==> src/rtl/mcu_status_pkg.sv <==
package mcu_status_pkg;

  localparam int NUM_FLAGS = 3;
  localparam int C_POS     = 0;
  localparam int DC_POS    = 1;
  localparam int Z_POS     = 2;
  localparam int P_POS     = 3;
  localparam int T_POS     = 4;
  localparam int PAGE_LO   = 5;

  typedef struct packed {
    logic                 rstClr;
    logic                 tSet;
    logic                 tClr;
    logic                 pSet;
    logic                 pClr;
    logic                 pageLd;
    logic [NUM_FLAGS-1:0] flagLd;
    logic                 fromCpu;
  } statusCtl_t;

endpackage

==> src/rtl/mcu_status_ctrl.sv <==
module mcu_status_ctrl
  import mcu_status_pkg::*;
(
  input  logic                 rstN,
  input  logic                 sleepStb,
  input  logic                 wdtClrStb,
  input  logic                 wdtTimeout,
  input  logic [NUM_FLAGS-1:0] aluFlagEn,
  input  logic                 cpuWrEn,
  output statusCtl_t           ctl
);

  logic runOk;

  assign runOk = rstN;

  always_comb begin
    ctl         = '0;
    ctl.rstClr  = !rstN;
    // time-out dominates every other source acting on T
    ctl.tClr    = wdtTimeout;
    ctl.tSet    = runOk && (sleepStb || wdtClrStb) && !wdtTimeout;
    // sleep dominates watchdog-clear for P
    ctl.pClr    = runOk && sleepStb;
    ctl.pSet    = runOk && wdtClrStb && !sleepStb;
    ctl.pageLd  = runOk && cpuWrEn;
    ctl.fromCpu = cpuWrEn;
    for (int i = 0; i < NUM_FLAGS; i++) begin
      ctl.flagLd[i] = runOk && (cpuWrEn || aluFlagEn[i]);
    end
  end

endmodule

==> src/rtl/mcu_status_dp.sv <==
module mcu_status_dp
  import mcu_status_pkg::*;
#(
  parameter int PAGE_W = 2
) (
  input  logic                 clk,
  input  logic                 porN,
  input  statusCtl_t           ctl,
  input  logic [NUM_FLAGS-1:0] aluFlags,
  input  logic [NUM_FLAGS-1:0] cpuFlags,
  input  logic [PAGE_W-1:0]    cpuPage,
  output logic [PAGE_W-1:0]    pageQ,
  output logic                 tQ,
  output logic                 pQ,
  output logic [NUM_FLAGS-1:0] flagQ
);

  always_ff @(posedge clk or negedge porN) begin
    if (!porN)             pageQ <= '0;
    else if (ctl.rstClr)   pageQ <= '0;
    else if (ctl.pageLd)   pageQ <= cpuPage;
  end

  always_ff @(posedge clk or negedge porN) begin
    if (!porN)           tQ <= 1'b1;
    else if (ctl.tClr)   tQ <= 1'b0;
    else if (ctl.tSet)   tQ <= 1'b1;
  end

  always_ff @(posedge clk or negedge porN) begin
    if (!porN)           pQ <= 1'b1;
    else if (ctl.pClr)   pQ <= 1'b0;
    else if (ctl.pSet)   pQ <= 1'b1;
  end

  for (genvar i = 0; i < NUM_FLAGS; i++) begin : g_flag
    always_ff @(posedge clk or negedge porN) begin
      if (!porN)              flagQ[i] <= 1'b0;
      else if (ctl.rstClr)    flagQ[i] <= 1'b0;
      else if (ctl.flagLd[i]) flagQ[i] <= ctl.fromCpu ? cpuFlags[i] : aluFlags[i];
    end
  end

endmodule

==> src/rtl/mcu_status_reg.sv <==
module mcu_status_reg
  import mcu_status_pkg::*;
#(
  parameter int PAGE_W = 2,
  localparam int REG_W = PAGE_W + 6
) (
  input  logic                 clk,
  input  logic                 porN,
  input  logic                 rstN,
  input  logic                 sleepStb,
  input  logic                 wdtClrStb,
  input  logic                 wdtTimeout,
  input  logic [NUM_FLAGS-1:0] aluFlags,
  input  logic [NUM_FLAGS-1:0] aluFlagEn,
  input  logic                 cmpIn,
  input  logic                 cpuWrEn,
  input  logic [REG_W-1:0]     cpuWrData,
  output logic [REG_W-1:0]     statusOut,
  output logic [PAGE_W-1:0]    pageSel
);

  localparam int CMP_POS = REG_W - 1;
  localparam int PAGE_HI = PAGE_LO + PAGE_W - 1;

  statusCtl_t           ctl;
  logic [PAGE_W-1:0]    pageQ;
  logic                 tQ;
  logic                 pQ;
  logic [NUM_FLAGS-1:0] flagQ;

  mcu_status_ctrl u_ctrl (
    .rstN       (rstN),
    .sleepStb   (sleepStb),
    .wdtClrStb  (wdtClrStb),
    .wdtTimeout (wdtTimeout),
    .aluFlagEn  (aluFlagEn),
    .cpuWrEn    (cpuWrEn),
    .ctl        (ctl)
  );

  mcu_status_dp #(.PAGE_W(PAGE_W)) u_dp (
    .clk      (clk),
    .porN     (porN),
    .ctl      (ctl),
    .aluFlags (aluFlags),
    .cpuFlags (cpuWrData[Z_POS:C_POS]),
    .cpuPage  (cpuWrData[PAGE_HI:PAGE_LO]),
    .pageQ    (pageQ),
    .tQ       (tQ),
    .pQ       (pQ),
    .flagQ    (flagQ)
  );

  assign statusOut = {cmpIn, pageQ, tQ, pQ, flagQ};
  assign pageSel   = pageQ;

  // CMP_POS documents the live bit position
  logic unusedPos;
  assign unusedPos = ^{CMP_POS[0]};

endmodule

==> config.mk <==
export PLATFORM = sky130hd
export DESIGN_NAME = mcu_status_reg
export DESIGN_NICKNAME = d
export VERILOG_FILES = /design/src/rtl/mcu_status_pkg.sv /design/src/rtl/mcu_status_ctrl.sv /design/src/rtl/mcu_status_dp.sv /design/src/rtl/mcu_status_reg.sv
export SDC_FILE = /design/constraint.sdc
export NUM_CORES = 1
export LEC_CHECK = 0
export ABC_AREA = 1
export ABC_CLOCK_PERIOD_IN_PS = 800
export CAP_MARGIN = 20
export CORE_MARGIN = 10
export CORE_UTILIZATION = 29
export CTS_CLUSTER_SIZE = 25
export DETAILED_ROUTE_END_ITERATION = 16
export PLACE_DENSITY = 0.71
export SYNTH_ARGS = -nofsm -noshare
export SYNTH_HDL_FRONTEND = slang
export SYNTH_HIERARCHICAL = 1
export SYNTH_SLANG_ARGS = --single-unit
==> constraint.sdc <==
create_clock -name clk -period 0.8 [get_ports clk]
set_clock_uncertainty 0.05 [all_clocks]
set_input_delay 0.16 -clock clk [delete_from_list [all_inputs] [get_ports clk]]
set_output_delay 0.16 -clock clk [all_outputs]
set_load 0.05 [all_outputs]
==> impl_metrics.json, run 1 <==
{
  "outcome": "finished, violations left",
  "violations": "negative setup slack",
  "avgRoutedWirePerCell_um": 12.1,
  "io_pins": 32,
  "max_freq_ghz": 0.869,
  "synth_cell_type_count": 10,
  "grt_pass1_wl_mm": 1.91,
  "cts_root_buf": "clkbuf_4",
  "cp_cell_sequence": "buf_12",
  "leakagePower_nw": 0.418,
  "diodes": 0,
  "setup_viol": 11,
  "antenna_found_initial": 0,
  "tns_ns": -2.44,
  "cts_buffers": 3,
  "dieArea_um2": 3390,
  "tightest_slew_ns": 0.126,
  "drt_iter0_drc": 8,
  "track_usage_pct": 7.31,
  "first_pass_iters": 4,
  "max_stage_delay_ns": 0.56,
  "rsz0062_at_grt": "true",
  "startpoint_type": "flop",
  "post_cts_buffers": 0,
  "clk_pin_slew_ns": 0.05,
  "die-height_um": 58.2,
  "htreeDepth": 1,
  "cts_tree": "built",
  "die_w_um": 58.2,
  "clock_path_buffers": 2,
  "critPathMaxFanout": 2,
  "wl_mm": 1.27,
  "grt_max_degree": 8,
  "ant_nets": 0,
  "dp_cells": 101,
  "via_per_inst": 4.30,
  "grt_pass1_vias": 461,
  "core.rowCount": 13,
  "slew_headroom_pct": 91.6,
  "powerDensity_nw_per_um2": 1460,
  "syn_nets": 84,
  "netlist_instances": 62,
  "yosysSeqAreaShare_pct": 42.0,
  "hold_viol_final": 0,
  "slew_violations": 0,
  "period_needed_ns": 1.15,
  "vdd_ir_drop_max_uv": 774,
  "avgSynthCellArea_um2": 6.82,
  "postCtsHoldBufs": 0,
  "crit_type": "reg -> out",
  "area_delta_synth_final_pct": 92.0,
  "path_delay_family": "flip-flops",
  "initial_utilization_pct": 31.7,
  "required_ns": 0.59,
  "drc": 0,
  "num-nets-final": 113,
  "crit_slowest_cell": "dfstp_2",
  "fin_crit_sh_pct": 144,
  "io_buffers": 26,
  "vias": 452,
  "place_hpwl_mm": 1.05,
  "netlist_area_um2": 423,
  "crit_buf_inv": 1,
  "end_kind": "output port",
  "yosys_warnings": 6,
  "r2r_start": "u_dp/tQ$_DFFE_PN1P_",
  "critPathLaunch": "u_dp/tQ$_DFFE_PN1P_",
  "synth-seq-cells": 7,
  "cap_violations": 0,
  "drive_gt1_share_pct": 32.2,
  "routabilityCongestion": 0.758,
  "clkSinkCount": 7,
  "core_area_um2": 1330,
  "finalNonFillerCells": 105,
  "whs_ns": 0.148,
  "critical_path_arrival_ns": 0.94,
  "layout_setup_ws_ns": -0.351,
  "clock_latency_ns": 0.25,
  "grt_overflow": 0,
  "hold_class": "in -> async"
}
==> worst paths after layout <==
kind / end / cells after the start / slack, ns
worst max-delay path: statusOut[4] / 1 / -0.35
worst min-delay path: u_dp/pageQ[1]$_DFFE_PN0P_ / 2 / 0.15
worst max register to register: u_dp/tQ$_DFFE_PN1P_ / 2 / 0
worst min register to register: u_dp/pQ$_DFFE_PN1P_ / 2 / 0.47
max in group asynchronous: u_dp/pQ$_DFFE_PN1P_ / 2 / 0.34
min in group clk: u_dp/pQ$_DFFE_PN1P_ / 4 / 0.21
==> layout make-up <==
| type | instances | area (um2) |
|---|---|---|
| Clock buffer | 4 | 26.3 |
| Fill cell | 126 | 522 |
| Multi-Input combinational cell | 38 | 166 |
| Sequential cell | 7 | 184 |
| Tap cell | 15 | 18.8 |
| Inverter | 10 | 37.5 |
| Timing Repair Buffer | 31 | 379 |
==> power breakdown <==
group / total [mW] / switching, mW / internal [mW] / leakage [nW]
Sequential: 0.427 / 0.0349 / 0.392 / 0.0800
Clock: 0.315 / 0.125 / 0.190 / 0.0150
Combinational: 0.444 / 0.214 / 0.231 / 0.323
Total: 1.19 / 0.373 / 0.813 / 0.418
==> flip-flops by register name (all words and copies together) (netlist names) <==
| signal | count |
|---|---|
| u_dp/flagQ | 3 |
| u_dp/pageQ | 2 |
| u_dp/pQ | 1 |
| u_dp/tQ | 1 |
==> synthesized netlist by cell type <==
cell | number | area, um2
dfrtp_1 | 5 | 125
o21ai_1 | 2 | 10.0
inv_1 | 10 | 37.5
or2_1 | 1 | 6.26
a21oi_1 | 1 | 5.00
nor2_1 | 11 | 41.3
buf_4 | 7 | 52.6
dfstp_2 | 2 | 52.6
nand3_1 | 5 | 25.0
nand2_1 | 18 | 67.6
==> metal layers <==
metal  global-route usage [%]  part of all wire [%]  routed length, um  vias to the layer above
li1                         -                     -                  -                      235
met1                     6.66                    39                500                      197
met2                     12.1                    51                649                       20
met3                     4.79                   9.4                120                        0
met4                     4.03                     0                  0                        0
met5                        0                     0                  0                        -
==> logic make-up after synthesis <==
group,count (synthesis),share of synthesized area [%]
and+or+nand+nor,35,33.1
DFF,7,42.0
buffers and inverters,17,21.3
AOI/OAI and AO/OA,3,3.55
==> cells in the final DEF (no fill, tap or decap), drive strengths merged <==
cell type / synthesis / routed
nor2: 11 / 11
o21ai: 2 / 2
clkdlybuf4s50: 0 / 10
dfrtp: 5 / 5
buf: 7 / 15
nand2: 18 / 18
nand3: 5 / 5
or2: 1 / 1
dlymetal6s2s: 0 / 1
a21oi: 1 / 1
dlygate4sd2: 0 / 5
dfstp: 2 / 2
inv: 10 / 10
clkbuf: 0 / 4
==> timing repair <==
item / 4_1_cts / 5_1_grt
resized for setup: 9 / 5
gates cloned: 0 / 0
setup endpoints to repair: 16 / 16
pin swaps: 14 / 9
==> per-stage QoR <==
stage          instance area, um2  total power, mW  utilization [%]  setup slack, ns
2_1_floorplan                 459            0.667                -           -0.116
3_3_place_gp                  783            0.877             58.7           -0.522
3_5_place_dp                  783            0.884             58.7           -0.550
4_1_cts                       807             1.20             60.5           -0.363
5_1_grt                       812             1.27             60.9           -0.390
6_report                      812             1.19             60.9           -0.351
Power figures use the tool's default switching activity.
==> run 2, diff against run 1 <==
--- a/config.mk
+++ b/config.mk
@@ -12,7 +12,7 @@
 export CORE_UTILIZATION = 29
 export CTS_CLUSTER_SIZE = 25
 export DETAILED_ROUTE_END_ITERATION = 16
-export PLACE_DENSITY = 0.71
+export PLACE_DENSITY = 0.73
 export SYNTH_ARGS = -nofsm -noshare
 export SYNTH_HDL_FRONTEND = slang
 export SYNTH_HIERARCHICAL = 1
==> run 2 against run 1 <==
The flow still finishes with violations (negative setup slack). Critical endpoint is now statusOut[3]. Utilization rose by 2.8 points. Die area did not move. Combinational power rose by 6.8%. Non-clock buffer count rose by 2. Sequential power barely moved. First-iteration DRC count fell by 38%. Setup slack improved by 0.0011 ns. Sequential share of layout area fell by 1.0 points. Worst hold slack got worse by 0.015 ns. Register-to-register slack got worse by 0.09 ns. Flip-flop and latch count did not move.
==> impl_metrics.json, run 2 (synthesis gave the netlist of run 1 again) <==
{
  "tightest_slew_ns": 0.131,
  "grt_pass1_wl_mm": 2.11,
  "top_regs": "u_dp/flagQ x3, u_dp/pageQ x2",
  "crit_buf_inv": 1,
  "startpoint_type": "flop",
  "critical_path_arrival_ns": 0.94,
  "via_per_inst": 4.40,
  "pre_cts_ws_ns": -0.561,
  "max_freq_ghz": 0.870,
  "max_stage_delay_ns": 0.55,
  "drt_iter0_drc": 5,
  "grt_max_degree": 8,
  "final_cell_mix": "nand2_1 (14), clkdlybuf4s50_1 (11), buf_12 (9), inv_1 (9), nor2_1 (9)",
  "largest-register": "u_dp/flagQ",
  "setup_viol": 12,
  "cts_buffers": 3,
  "rsz0062_at_grt": "true",
  "initial_utilization_pct": 31.7,
  "antenna_found_initial": 0,
  "slew_headroom_pct": 91.2,
  "die_w_um": 58.2,
  "htreeDepth": 1,
  "finalNonFillerCells": 107,
  "place_hpwl_mm": 1.11,
  "largest_reg_flops": 3,
  "required_ns": 0.59,
  "diodes": 0,
  "grt_overflow": 0,
  "slew_violations": 0,
  "dp_cells": 102,
  "powerDensity_nw_per_um2": 1430,
  "avgRoutedWirePerCell_um": 12.3,
  "period_needed_ns": 1.15,
  "core_area_um2": 1330,
  "ant_nets": 0,
  "hold_viol_final": 0,
  "final_common_cell": "nand2_1",
  "drive_gt1_share_pct": 39.1,
  "clock_path_buffers": 2,
  "outcome": "finished, violations left",
  "path_delay_family": "flip-flops",
  "track_usage_pct": 8.00,
  "io_buffers": 26,
  "leakagePower_nw": 0.439,
  "fin_crit_sh_pct": 144,
  "cp_cell_sequence": "buf_12",
  "num-nets-final": 115,
  "area_delta_synth_final_pct": 101,
  "clkSinkCount": 7,
  "layout_setup_ws_ns": -0.350,
  "cap_violations": 0,
  "wl_mm": 1.32,
  "core.rowCount": 13,
  "crit_type": "reg -> out",
  "hold_class": "in -> async",
  "final_core_util_pct": 63.7,
  "die-height_um": 58.2,
  "critPathMaxFanout": 2,
  "end_kind": "output port",
  "first_pass_iters": 2,
  "grt_pass1_vias": 475,
  "nFillCells": 114,
  "vdd_ir_drop_max_uv": 844,
  "cts_tree": "built",
  "dieArea_um2": 3390,
  "io_pins": 32,
  "crit_slowest_cell": "dfstp_2",
  "violations": "negative setup slack",
  "routabilityCongestion": 0.716,
  "clk_pin_slew_ns": 0.05,
  "vias": 471,
  "drc": 0,
  "cts_root_buf": "clkbuf_4",
  "clock_latency_ns": 0.25
}
==> run 2: final timing paths <==
kind / to / slack, ns / startpoint / depth (start not counted)
setup / recovery: statusOut[3] / -0.35 / u_dp/pQ$_DFFE_PN1P_ / 1
hold / removal: u_dp/flagQ[1]$_DFFE_PN0P_ / 0.13 / porN / 2
setup reg to reg: u_dp/flagQ[2]$_DFFE_PN0P_ / -0.09 / u_dp/flagQ[2]$_DFFE_PN0P_ / 5
hold reg to reg: u_dp/pQ$_DFFE_PN1P_ / 0.46 / u_dp/pQ$_DFFE_PN1P_ / 2
max in group asynchronous: u_dp/pQ$_DFFE_PN1P_ / 0.36 / porN / 2
min in group clk: u_dp/pQ$_DFFE_PN1P_ / 0.24 / wdtClrStb / 5
==> run 2: area by class of cell <==
cell class	instances	area (um2)	share of cell area, %
tap	15	18.8	2.21
multi-input combinational	38	184	21.6
timing repair buffer	33	399	47.0
inverter	10	37.5	4.42
clock buffer	4	26.3	3.09
sequential	7	184	21.6
==> run 2: metal layers <==
| metal | GRT usage, % | routed length (um) | vias up |
|---|---|---|---|
| li1 | - | - | 240 |
| met1 | 7.26 | 505 | 206 |
| met2 | 13.2 | 624 | 23 |
| met3 | 6.10 | 158 | 2 |
| met4 | 3.36 | 27 | 0 |
| met5 | 0 | 0 | - |
==> run 2: where the power goes <==
group / internal, mW / total, mW / switching (mW)
Sequential: 0.392 / 0.427 / 0.0344
Clock: 0.190 / 0.318 / 0.128
Combinational: 0.249 / 0.474 / 0.225
==> run 2: timing repair <==
item / CTS / global route
gates resized for setup: 8 / 14
setup endpoints to repair: 16 / 16
gates cloned: 0 / 0
hold buffers: 0 / 0
setup buffers: 1 / 0
pin swaps: 15 / 12
==> run 2: per-stage QoR <==
step / hold slack [ns] / total power, mW / area [um2] / TNS (ns)
3_3_place_gp: 0.270 / 0.881 / 791 / -3.44
3_5_place_dp: 0.270 / 0.889 / 791 / -3.67
5_1_grt: 0.129 / 1.30 / 850 / -3.03
4_1_cts: 0.124 / 1.23 / 828 / -2.74
2_1_floorplan: -0.186 / 0.667 / 459 / -0.688
6_report: 0.133 / 1.22 / 850 / -2.56
==> run 3, diff against run 2 <==
--- a/config.mk
+++ b/config.mk
@@ -6,13 +6,16 @@
 export NUM_CORES = 1
 export LEC_CHECK = 0
 export ABC_AREA = 1
-export ABC_CLOCK_PERIOD_IN_PS = 800
+export ABC_CLOCK_PERIOD_IN_PS = 1000
 export CAP_MARGIN = 20
+export CELL_PAD_IN_SITES_DETAIL_PLACEMENT = 1
+export CELL_PAD_IN_SITES_GLOBAL_PLACEMENT = 1
 export CORE_MARGIN = 10
-export CORE_UTILIZATION = 29
+export CORE_UTILIZATION = 18
 export CTS_CLUSTER_SIZE = 25
 export DETAILED_ROUTE_END_ITERATION = 16
-export PLACE_DENSITY = 0.73
+export PLACE_DENSITY_LB_ADDON = 0.1
+export SLEW_MARGIN = 20
 export SYNTH_ARGS = -nofsm -noshare
 export SYNTH_HDL_FRONTEND = slang
 export SYNTH_HIERARCHICAL = 1
==> constraint.sdc (replaced) <==
create_clock -name clk -period 1 [get_ports clk]
set_clock_uncertainty 0.05 [all_clocks]
set_input_delay 0.2 -clock clk [delete_from_list [all_inputs] [get_ports clk]]
set_output_delay 0.2 -clock clk [all_outputs]
set_load 0.05 [all_outputs]
==> run 3 against run 2 <==
Clock power fell by 19%. Register-to-register slack gained 0.28 ns. Combinational power down 24%. The run still ends with negative setup slack left. Final area is 3.2% lower. Critical path type unchanged. Non-clock buffer count is 2 lower. First-iteration DRC count rose by 40%. Via count is 4.5% lower.
==> impl_metrics.json, run 3 (synthesis gave the netlist of run 1 again) <==
{
  "outcome": "finished, violations left",
  "violations": "negative setup slack",
  "grt_pass1_wl_mm": 2.30,
  "routed.top_layer": "met4",
  "ant_nets": 0,
  "largest_reg_flops": 3,
  "wl_met2_um": 707,
  "end_kind": "output port",
  "drt_iter0_drc": 7,
  "required_ns": 0.75,
  "r2r_start": "u_dp/flagQ[1]$_DFFE_PN0P_",
  "place_hpwl_mm": 1.24,
  "largest-register": "u_dp/flagQ",
  "wl_mm": 1.41,
  "grt_overflow": 0,
  "whs_ns": 0.176,
  "met3WireLength_um": 166,
  "routabilityCongestion": 0.660,
  "nFillCells": 286,
  "post_cts_buffers": 0,
  "clkSinkCount": 7,
  "worstRegToRegCells": 4,
  "drc": 0,
  "core_area_um2": 2230,
  "tns_ns": -0.988,
  "crit_type": "reg -> out",
  "io_buffers": 26,
  "period_needed_ns": 1.19,
  "rrSetupSlack_ns": 0.19,
  "cp_cell_sequence": "buf_12",
  "first_pass_iters": 3,
  "max_freq_ghz": 0.840,
  "crit_buf_inv": 1,
  "drive_gt1_share_pct": 24.4,
  "grt_pass1_vias": 499,
  "final_common_cell": "nand2_1",
  "cts_root_buf": "clkbuf_4",
  "die_w_um": 68.5,
  "layout_setup_ws_ns": -0.190,
  "fin_crit_sh_pct": 119,
  "slew_violations": 0,
  "seq_area_um2": 180,
  "io_pins": 32,
  "hold_class": "in -> async",
  "leakagePower_nw": 0.409,
  "vias": 450,
  "regToRegEndpoint": "u_dp/flagQ[1]$_DFFE_PN0P_",
  "wl_met1_um": 527,
  "rsz0062_at_grt": "true",
  "cts_buffers": 3,
  "tightest_slew_ns": 0.357,
  "final_cell_mix": "nand2_1 (17), clkdlybuf4s50_1 (15), nor2_1 (11), inv_1 (10), buf_12 (9)",
  "setup_viol": 9,
  "path_delay_family": "flip-flops",
  "area_delta_synth_final_pct": 94.4,
  "cap_violations": 0,
  "diodes": 0,
  "slew_headroom_pct": 76.1,
  "fin_area_um2": 822,
  "startpoint_type": "flop",
  "core.rowCount": 17,
  "vdd_ir_drop_max_uv": 596,
  "multi_input_area_um2": 158,
  "critical_path_arrival_ns": 0.94,
  "clock_path_buffers": 2,
  "clock_latency_ns": 0.25,
  "initial_utilization_pct": 18.9,
  "dpl_cell_area_um2": 796,
  "track_usage_pct": 6.83,
  "max_stage_delay_ns": 0.55,
  "crit_slowest_cell": "dfstp_2",
  "avgRoutedWirePerCell_um": 12.0,
  "cp.depth": 1,
  "die-height_um": 68.5,
  "grt_max_degree": 8,
  "num-nets-final": 113,
  "cts_tree": "built",
  "clk_pin_slew_ns": 0.05,
  "powerDensity_nw_per_um2": 1160,
  "dieArea_um2": 4690,
  "final_core_util_pct": 36.8,
  "antenna_found_initial": 0,
  "hold_viol_final": 0,
  "top_regs": "u_dp/flagQ x3, u_dp/pageQ x2",
  "critPathMaxFanout": 2,
  "via_per_inst": 3.81,
  "htreeDepth": 1
}
[run 3: cell type report]
cell class,instances,area share (%)
clock buffer,4,3.20
inverter,10,4.57
multi-input combinational,38,19.2
sequential,7,21.9
tap,28,4.26
timing repair buffer,31,46.9
[run 3: metrics by stage]
stage	cells	setup WS [ns]	total power, mW
after detailed placement	114	-0.490	0.710
after CTS	118	-0.210	0.986
final	118	-0.190	0.954
after global placement	114	-0.460	0.706
after global routing	118	-0.240	1.03
after floorplan	62	0.0159	0.514
[run 3: timing repair]
item                                    4_1_cts  5_1_grt
endpoints found under the setup margin       16        9
gates resized for setup                       3        0
pin swaps                                     0        0
hold buffers                                  0        0
[run 3: layer usage]
metal | up-vias | GRT usage, %
met5 | - | 0
met4 | 0 | 2.26
met3 | 2 | 5.87
met2 | 15 | 10.6
met1 | 199 | 6.57
li1 | 234 | -
[run 3: worst max path at each step]
| stage | from | endpoint | slack [ns] |
|---|---|---|---|
| finish | u_dp/tQ$_DFFE_PN1P_ | statusOut[4] | -0.19 |
| global placement | rstN | u_dp/pageQ[1]$_DFFE_PN0P_ | -0.46 |
| detailed placement | rstN | u_dp/pageQ[1]$_DFFE_PN0P_ | -0.49 |
| floorplan | u_dp/flagQ[1]$_DFFE_PN0P_ | u_dp/flagQ[1]$_DFFE_PN0P_ | 0.02 |
| CTS | u_dp/tQ$_DFFE_PN1P_ | statusOut[4] | -0.21 |
| global route | u_dp/tQ$_DFFE_PN1P_ | statusOut[4] | -0.24 |
[run 3: report_power, final]
| group | switching [mW] | internal [mW] |
|---|---|---|
| combinational | 0.169 | 0.189 |
| sequential | 0.0263 | 0.312 |
| clock | 0.106 | 0.152 |
[run 3: worst reg2reg max path, delay by kind of cell, from the launching register on]
kind,cells,cell delay [ns]
AND/OR/NAND/NOR,3,0.21
flip-flops,1,0.41
buffers and inverters,1,0.04
